**config.mk**
```make
export PLATFORM = sky130hd
export DESIGN_NAME = mtag_check_unit
export DESIGN_NICKNAME = d
export VERILOG_FILES = /design/src/rtl/mtag_pkg.sv /design/src/rtl/mtag_store.sv /design/src/rtl/mtag_judge.sv /design/src/rtl/mtag_defer_stat.sv /design/src/rtl/mtag_dma_clean.sv /design/src/rtl/mtag_check_unit.sv
export SDC_FILE = /design/constraint.sdc
export NUM_CORES = 1
export LEC_CHECK = 0
export ABC_AREA = 1
export BUFFER_PORTS_ARGS = -buffer_cell sky130_fd_sc_hd__buf_2
export CAP_MARGIN = 20
export CORE_MARGIN = 3
export CORE_UTILIZATION = 50
export CTS_BUF_LIST = sky130_fd_sc_hd__clkbuf_8
export DETAILED_ROUTE_END_ITERATION = 10
export PLACE_DENSITY = 0.79
export SKIP_CTS_REPAIR_TIMING = 1
export SLEW_MARGIN = 10
export SYNTH_ARGS = -nofsm -noshare
export SYNTH_HDL_FRONTEND = slang
export SYNTH_SLANG_ARGS = --single-unit
```
**constraint.sdc**
```tcl
create_clock -name clk -period 2.62 [get_ports clk]
set_input_delay 0.524 -clock clk [delete_from_list [all_inputs] [get_ports clk]]
set_output_delay 0.524 -clock clk [all_outputs]
set_load 0.03 [all_outputs]
```
**src/rtl/mtag_pkg.sv**
```systemverilog
package mtag_pkg;
  localparam int VA_W    = 64;
  localparam int TAG_W   = 4;
  localparam int ASI_W   = 8;
  localparam int ATTR_W  = 12;
  localparam int CODE_W  = 5;
  localparam int BLK_SH  = 6;
  localparam int PTE_CHK_BIT = 9;
  localparam int PST_CHK_BIT = 11;

  localparam logic [ASI_W-1:0]  ASI_TAG_PLAIN = 8'h90;
  localparam logic [ASI_W-1:0]  ASI_TAG_BLKI  = 8'h92;
  localparam logic [CODE_W-1:0] CODE_NONE     = 5'd0;
  localparam logic [CODE_W-1:0] CODE_MISMATCH = 5'd17;
  localparam logic [CODE_W-1:0] CODE_DISABLED = 5'd18;

  typedef struct packed {
    logic              done;
    logic              fault;
    logic [CODE_W-1:0] code;
  } verdict_t;
endpackage

```
**src/rtl/mtag_store.sv**
```systemverilog
module mtag_store
  import mtag_pkg::*;
#(
  parameter int DEPTH = 64,
  localparam int IDX_W = $clog2(DEPTH)
) (
  input  logic             clk,
  input  logic             rst_n,
  input  logic [IDX_W-1:0] rd_idx,
  output logic [TAG_W-1:0] rd_tag,
  input  logic             wr_en,
  input  logic [IDX_W-1:0] wr_idx,
  input  logic [TAG_W-1:0] wr_tag
);
  logic [TAG_W-1:0] mem_q [DEPTH];

  for (genvar e = 0; e < DEPTH; e++) begin : g_entry
    always_ff @(posedge clk) begin
      if (!rst_n) begin
        mem_q[e] <= '0;
      end else if (wr_en && (wr_idx == IDX_W'(e))) begin
        mem_q[e] <= wr_tag;
      end
    end
  end

  // Read returns the stored value before any write on this edge.
  assign rd_tag = mem_q[rd_idx];
endmodule

```
**src/rtl/mtag_judge.sv**
```systemverilog
module mtag_judge
  import mtag_pkg::*;
(
  input  logic             is_tag_store,
  input  logic             page_en,
  input  logic             thread_en,
  input  logic             precise,
  input  logic [TAG_W-1:0] va_tag,
  input  logic [TAG_W-1:0] mem_tag,
  output logic             wr_tag,
  output logic             defer,
  output verdict_t         verdict
);
  logic checked;
  logic differ;

  assign checked = page_en && thread_en;
  assign differ  = (va_tag != mem_tag);

  always_comb begin
    wr_tag  = 1'b0;
    defer   = 1'b0;
    verdict = '{done: 1'b1, fault: 1'b0, code: CODE_NONE};
    if (is_tag_store) begin
      if (page_en) begin
        wr_tag = 1'b1;
      end else begin
        verdict = '{done: 1'b0, fault: 1'b1, code: CODE_DISABLED};
      end
    end else if (checked && differ) begin
      if (precise) begin
        verdict = '{done: 1'b0, fault: 1'b1, code: CODE_MISMATCH};
      end else begin
        verdict = '{done: 1'b0, fault: 1'b0, code: CODE_NONE};
        defer   = 1'b1;
      end
    end
  end
endmodule

```
**src/rtl/mtag_defer_stat.sv**
```systemverilog
module mtag_defer_stat
  import mtag_pkg::*;
(
  input  logic              clk,
  input  logic              rst_n,
  input  logic              set,
  input  logic [VA_W-1:0]   set_addr,
  input  logic [CODE_W-1:0] set_code,
  input  logic              ack,
  output logic              valid,
  output logic [VA_W-1:0]   addr,
  output logic [CODE_W-1:0] code
);
  always_ff @(posedge clk) begin
    if (!rst_n) begin
      valid <= 1'b0;
      addr  <= '0;
      code  <= CODE_NONE;
    end else begin
      if (ack) valid <= 1'b0;
      if (set && (!valid || ack)) begin
        valid <= 1'b1;
        addr  <= set_addr;
        code  <= set_code;
      end
    end
  end

  AST_DFR_STICKY: assert property (@(posedge clk) disable iff (!rst_n)
    (valid && !ack) |=> (valid && $stable(addr) && $stable(code)));
endmodule

```
**src/rtl/mtag_dma_clean.sv**
```systemverilog
module mtag_dma_clean
  import mtag_pkg::*;
(
  input  logic [VA_W-1:0] addr_in,
  output logic [VA_W-1:0] addr_out
);
  localparam int SIGN_BIT = VA_W - TAG_W - 1;

  for (genvar b = 0; b < TAG_W; b++) begin : g_sign
    assign addr_out[VA_W-1-b] = addr_in[SIGN_BIT];
  end
  assign addr_out[SIGN_BIT:0] = addr_in[SIGN_BIT:0];
endmodule

```
**src/rtl/mtag_check_unit.sv**
```systemverilog
module mtag_check_unit
  import mtag_pkg::*;
#(
  parameter int PA_W  = 40,
  parameter int DEPTH = 64
) (
  input  logic              clk,
  input  logic              rst_n,
  input  logic              precise_mode,
  input  logic              req_valid,
  output logic              req_ready,
  input  logic [63:0]       req_vaddr,
  input  logic [PA_W-1:0]   req_paddr,
  input  logic [7:0]        req_asi,
  input  logic [11:0]       req_pte,
  input  logic [11:0]       req_pstate,
  input  logic [3:0]        req_wtag,
  output logic              rsp_valid,
  input  logic              rsp_ready,
  output logic              rsp_done,
  output logic              rsp_fault,
  output logic [4:0]        rsp_code,
  output logic              dfr_valid,
  output logic [63:0]       dfr_addr,
  output logic [4:0]        dfr_code,
  input  logic              dfr_ack,
  input  logic [63:0]       dma_in_addr,
  output logic [63:0]       dma_out_addr
);
  localparam int IDX_W = $clog2(DEPTH);

  logic             accept;
  logic [IDX_W-1:0] blk_idx;
  logic [TAG_W-1:0] stored_tag;
  logic             is_tag_store;
  logic             want_wr;
  logic             want_defer;
  verdict_t         verdict;
  verdict_t         rsp_q;
  logic             unused_bits;

  assign unused_bits = ^{req_pte, req_pstate, req_paddr};

  assign req_ready    = !rsp_valid || rsp_ready;
  assign accept       = req_valid && req_ready;
  assign blk_idx      = req_paddr[BLK_SH +: IDX_W];
  assign is_tag_store = (req_asi == ASI_TAG_PLAIN) || (req_asi == ASI_TAG_BLKI);

  mtag_store #(.DEPTH(DEPTH)) u_store (
    .clk    (clk),
    .rst_n  (rst_n),
    .rd_idx (blk_idx),
    .rd_tag (stored_tag),
    .wr_en  (accept && want_wr),
    .wr_idx (blk_idx),
    .wr_tag (req_wtag)
  );

  mtag_judge u_judge (
    .is_tag_store (is_tag_store),
    .page_en      (req_pte[PTE_CHK_BIT]),
    .thread_en    (req_pstate[PST_CHK_BIT]),
    .precise      (precise_mode),
    .va_tag       (req_vaddr[VA_W-1 -: TAG_W]),
    .mem_tag      (stored_tag),
    .wr_tag       (want_wr),
    .defer        (want_defer),
    .verdict      (verdict)
  );

  mtag_defer_stat u_dfr (
    .clk      (clk),
    .rst_n    (rst_n),
    .set      (accept && want_defer),
    .set_addr (req_vaddr),
    .set_code (CODE_MISMATCH),
    .ack      (dfr_ack),
    .valid    (dfr_valid),
    .addr     (dfr_addr),
    .code     (dfr_code)
  );

  mtag_dma_clean u_dma (
    .addr_in  (dma_in_addr),
    .addr_out (dma_out_addr)
  );

  always_ff @(posedge clk) begin
    if (!rst_n) begin
      rsp_valid <= 1'b0;
      rsp_q     <= '0;
    end else if (accept) begin
      rsp_valid <= 1'b1;
      rsp_q     <= verdict;
    end else if (rsp_ready) begin
      rsp_valid <= 1'b0;
    end
  end

  assign rsp_done  = rsp_q.done;
  assign rsp_fault = rsp_q.fault;
  assign rsp_code  = rsp_q.code;

  AST_RSP_HOLD: assert property (@(posedge clk) disable iff (!rst_n)
    (rsp_valid && !rsp_ready) |=> (rsp_valid && $stable(rsp_done) && $stable(rsp_fault) && $stable(rsp_code)));
  AST_DONE_XOR_FAULT: assert property (@(posedge clk) disable iff (!rst_n)
    rsp_valid |-> !(rsp_done && rsp_fault));
  AST_FAULT_CODE: assert property (@(posedge clk) disable iff (!rst_n)
    (rsp_valid && rsp_fault) |-> ((rsp_code == CODE_MISMATCH) || (rsp_code == CODE_DISABLED)));
  AST_DFR_DEFERRED_ONLY: assert property (@(posedge clk) disable iff (!rst_n)
    $rose(dfr_valid) |-> !$past(precise_mode));
endmodule

```
==> flow_summary.rst <==
.. list-table::
   :header-rows: 1

   * - Metric
     - Value
   * - Critical register-to-register path startpoint
     - u_store.mem_q[53][1]$_SDFFCE_PN0P_
   * - Post-synthesis instance total
     - slightly above 2000
   * - Startpoint of the worst setup timing path
     - req_paddr[6]
   * - Worst endpoint data arrival time
     - 2920 ps
   * - Number of buffer and inverter instances along the worst setup path
     - 5
   * - Max Clock Skew
     - approximately 18 ps
   * - Routed wire length
     - roughly 44 mm
   * - Total power divided by cell area
     - about 590 nW/um^2
   * - Number of H-tree levels
     - 2
   * - Core footprint
     - approximately 32000 sq um
   * - Average cell area after synthesis
     - 7.91 sq um
   * - Max-slew violations
     - 0
   * - GRT Residual Overflow
     - 0
   * - Number of DRC markers in iteration 0
     - 1560
   * - Relative slew margins
     - 0.480
   * - Slew of the pin with the lowest slew margin
     - between 700 and 800 ps
   * - Largest fanout on the critical path
     - 39
   * - Number of cells in the finished layout apart from fillers
     - 2666
   * - Upper clock frequency limit
     - a little over 400 MHz
   * - Maximum resistive drop on vdd
     - around 380 uV
   * - Hold/Removal Path Class
     - in2reg
   * - Width of the chip
     - between 150 and 200 um
   * - Longest individual stage delay on the worst path
     - about 240 ps
   * - Final number of hold-violating endpoints
     - 0
   * - Post-detail-place hpwl
     - 29.8 mm
   * - Part of the Yosys area used for sequential elements
     - 0.566
   * - Type of element launching the critical path
     - input pin
   * - Die Span Y
     - between 150 and 200 um
   * - Full die area
     - around 34000 sq um
   * - Fin crit share
     - 0.939
   * - Length in cells of the worst reg-to-reg path
     - 20
   * - Largest net degree at the start of global routing
     - ~160
   * - Dpl ws
     - -344 ps
   * - RSZ-0062 raised after global routing
     - no
   * - Data required time at the worst endpoint
     - around 3000 ps
   * - Worst setup slack for register-to-register paths
     - approximately 200 ps
   * - Clock transition at the registers of the reported paths
     - approximately 60 ps
   * - Result of the run
     - finished, final reports clean
   * - Crit-path slowest cell
     - sky130_fd_sc_hd__buf_12
   * - Placer's final routability congestion estimate
     - between 0.9 and 1
   * - Via count of the first global-routing pass
     - around 14000
   * - Vias/cell
     - around 5.2
   * - Tmin final
     - ~2500 ps
   * - Buffer type at the clock tree root
     - sky130_fd_sc_hd__clkbuf_8
   * - Number of detailed-routing iterations run before antenna repair
     - 8
   * - Count of nets after finishing
     - approximately 2400
   * - Via count of the routed design
     - roughly 14000
   * - Placed cells
     - ~2600
   * - Fill cells
     - 2700
   * - Number of remaining DRC errors
     - 0
   * - Number of synthesized register bits
     - between 300 and 400
   * - Initial antenna violation count
     - 1
   * - Count of nets left with antenna violations after detail routing
     - 0
   * - Site Rows
     - 65
   * - WL per Instance
     - approximately 16 um
   * - PnR Total Power
     - between 10 and 15 mW
   * - CP Capture Type
     - register
   * - CTS tree
     - done
   * - Initial cell density of the core
     - 0.509
   * - Maximum clock insertion buffer count
     - 3
   * - Warnings, synthesis
     - 0
   * - I/O Pins
     - approximately 350
   * - Wire length of the first global-routing pass
     - 68.7 mm
   * - Critical path capture point
     - u_dfr.addr[56]$_SDFFE_PN0P_
   * - Layout-stage area growth over the synthesis result
     - 16.9%
   * - Number of clock sinks
     - 327
   * - Leakage power of the design
     - approximately 9 nW
   * - Share of post-route cells with drive strength above 1
     - 0.173
   * - WS Path Type
     - in2reg
   * - Cell area after synthesis
     - approximately 16000 sq um
   * - Number of distinct standard cells referenced by the synthesized netlist
     - 25
   * - PnR worst setup slack
     - between 150 and 200 ps
   * - TritonCTS buffer count
     - 55
   * - Critical path depth
     - 22
   * - Worst skew pair latency
     - 570 ps
   * - Number of max-capacitance violations reported
     - 0
   * - GRT Overall Usage
     - 0.254
   * - CP Cell Sequence
     - buf_4 > inv_2 > buf_12 > nand2_1 > nand2_1 > nand2_1 > nand2_1 > nand2_1 > nand2_1 > nor2_1 > nor2_1 > nor2_2 > nand3_1 > nand2_1 > nor2_1 > nand2_1 > nand4_1 > buf_12 > buf_12 > nand2_1 > nand2_1 > nor2_1
   * - Setup Viol. Count Final
     - 0
   * - Endpoint of the worst-slack reg-to-reg timing path
     - u_dfr.addr[56]$_SDFFE_PN0P_
   * - Cell family with the largest share of critical-path delay
     - simple AND/OR/NAND/NOR gates
   * - Quantity of I/O buffers inserted on ports
     - around 160
   * - Most frequent CP cell
     - sky130_fd_sc_hd__nand2_1
==> per-stage QoR <==
step	util	area, sq um	hold WS (ps)	setup TNS, ps
2_1_floorplan	-	16100	585	0
3_3_place_gp	0.562	17800	455	-32100
3_5_place_dp	0.562	17800	454	-38350
4_1_cts	0.595	18800	152	0
5_1_grt	0.595	18800	170	0
6_report	0.595	18800	169	0
==> report_power, final <==
group / switching (mW) / internal, mW
Combinational: 0.771 / 0.373
Sequential: 0.0501 / 5.71
Clock: 2.00 / 2.25
==> layout by cell type, fill, tap and decap left out, drive strengths merged, types with 2 or more instances in the layout <==
cell,Yosys,final
clkbuf,73,62
edfxtp,256,256
inv,106,125
buf,113,309
clkinv,1,17
nor3,2,2
a21oi,7,7
o21ai,65,65
conb,1,5
nor4,2,2
nand4,2,2
nor2,459,459
dfxtp,71,71
nand2,779,779
nand3,96,96
==> cell families after synthesis <==
| logic type | after synthesis | synth area share |
|---|---|---|
| other cells | 1 | 0.000233 |
| buf+inv | 293 | 0.0895 |
| simple gates | 1343 | 0.322 |
| compound gates | 73 | 0.0228 |
| flops | 327 | 0.566 |
==> layer usage <==
metal / vias to the layer above / share of wire / global-route usage
li1: 6678 / - / -
met1: 6323 / 0.38 / 0.318
met2: 786 / 0.46 / 0.418
met3: 152 / 0.12 / 0.0661
met4: 0 / 0.039 / 0.113
met5: - / 0 / 0
==> layout make-up <==
cell class	count	area (sq um)	share of cell area
inverter	107	402	0.0213
clock buffer	62	853	0.0453
timing repair buffer	309	2210	0.117
sequential	327	9110	0.484
clock inverter	37	178	0.00943
multi-input combinational	1421	5580	0.296
antenna	1	2.50	0.000133
tap	402	503	0.0267
==> flip-flops by register name, indices dropped and copies added (netlist names) <==
name,count
rsp_done,1
u_dfr.valid,1
rsp_valid,1
u_dfr.code,1
rsp_fault,1
u_store.mem_q,256
rsp_code,2
u_dfr.addr,64
==> Yosys cell counts <==
library cell	n	area share
sky130_fd_sc_hd__nand2_1	779	0.18
sky130_fd_sc_hd__nor2_1	458	0.11
sky130_fd_sc_hd__edfxtp_1	256	0.48
sky130_fd_sc_hd__inv_1	99	0.023
sky130_fd_sc_hd__nand3_1	96	0.030
sky130_fd_sc_hd__buf_4	73	0.034
sky130_fd_sc_hd__clkbuf_1	73	0.017
sky130_fd_sc_hd__dfxtp_1	71	0.088
sky130_fd_sc_hd__o21ai_0	64	0.020
sky130_fd_sc_hd__buf_2	24	0.0075
sky130_fd_sc_hd__buf_1	11	0.0026
sky130_fd_sc_hd__a21oi_1	7	0.0022
sky130_fd_sc_hd__inv_2	7	0.0016
sky130_fd_sc_hd__buf_6	5	0.0035
sky130_fd_sc_hd__nand4_1	2	0.00078
sky130_fd_sc_hd__nor3_1	2	0.00062
sky130_fd_sc_hd__nor4_1	2	0.00078
sky130_fd_sc_hd__a31oi_1	1	0.00039
sky130_fd_sc_hd__and2_1	1	0.00039
sky130_fd_sc_hd__clkinv_1	1	0.00023
sky130_fd_sc_hd__conb_1	1	0.00023
sky130_fd_sc_hd__nand3b_1	1	0.00047
sky130_fd_sc_hd__nor2_2	1	0.00039
sky130_fd_sc_hd__o21ai_1	1	0.00031
sky130_fd_sc_hd__or4_1	1	0.00047
==> worst min path at each step <==
stage / startpoint / endpoint / slack (ps) / depth (start not counted)
after floorplan: u_dfr.code[0]$_SDFFE_PN0P_ / u_dfr.code[0]$_SDFFE_PN0P_ / 590 / 2
after global placement: rsp_code[1]$_SDFFE_PN0P_ / rsp_code[1]$_SDFFE_PN0P_ / 450 / 2
after detailed placement: rsp_code[1]$_SDFFE_PN0P_ / rsp_code[1]$_SDFFE_PN0P_ / 450 / 2
after CTS: req_vaddr[55] / u_dfr.addr[55]$_SDFFE_PN0P_ / 150 / 3
after global routing: req_vaddr[36] / u_dfr.addr[36]$_SDFFE_PN0P_ / 170 / 3
final: req_vaddr[41] / u_dfr.addr[41]$_SDFFE_PN0P_ / 170 / 3
==> worst reg2reg max path, stage by stage (launching register included) <==
cell and delay [ps]:
sky130_fd_sc_hd__edfxtp_1 370, sky130_fd_sc_hd__nand2_1 80, sky130_fd_sc_hd__nand2_1 60, sky130_fd_sc_hd__nand2_1 70, sky130_fd_sc_hd__nand2_1 100, sky130_fd_sc_hd__nand2_1 80
sky130_fd_sc_hd__nand2_1 90, sky130_fd_sc_hd__nor2_1 110, sky130_fd_sc_hd__nor2_1 40, sky130_fd_sc_hd__nor2_1 230, sky130_fd_sc_hd__nand2_1 90, sky130_fd_sc_hd__nand2_1 60
sky130_fd_sc_hd__nand2_1 40, sky130_fd_sc_hd__nor2_1 90, sky130_fd_sc_hd__nand2_1 110, sky130_fd_sc_hd__nand4_1 140, sky130_fd_sc_hd__buf_12 190, sky130_fd_sc_hd__buf_12 180
sky130_fd_sc_hd__nand2_1 60, sky130_fd_sc_hd__nand2_1 60, sky130_fd_sc_hd__nor2_1 50
No activity file was read; power rests on OpenSTA's default activity.
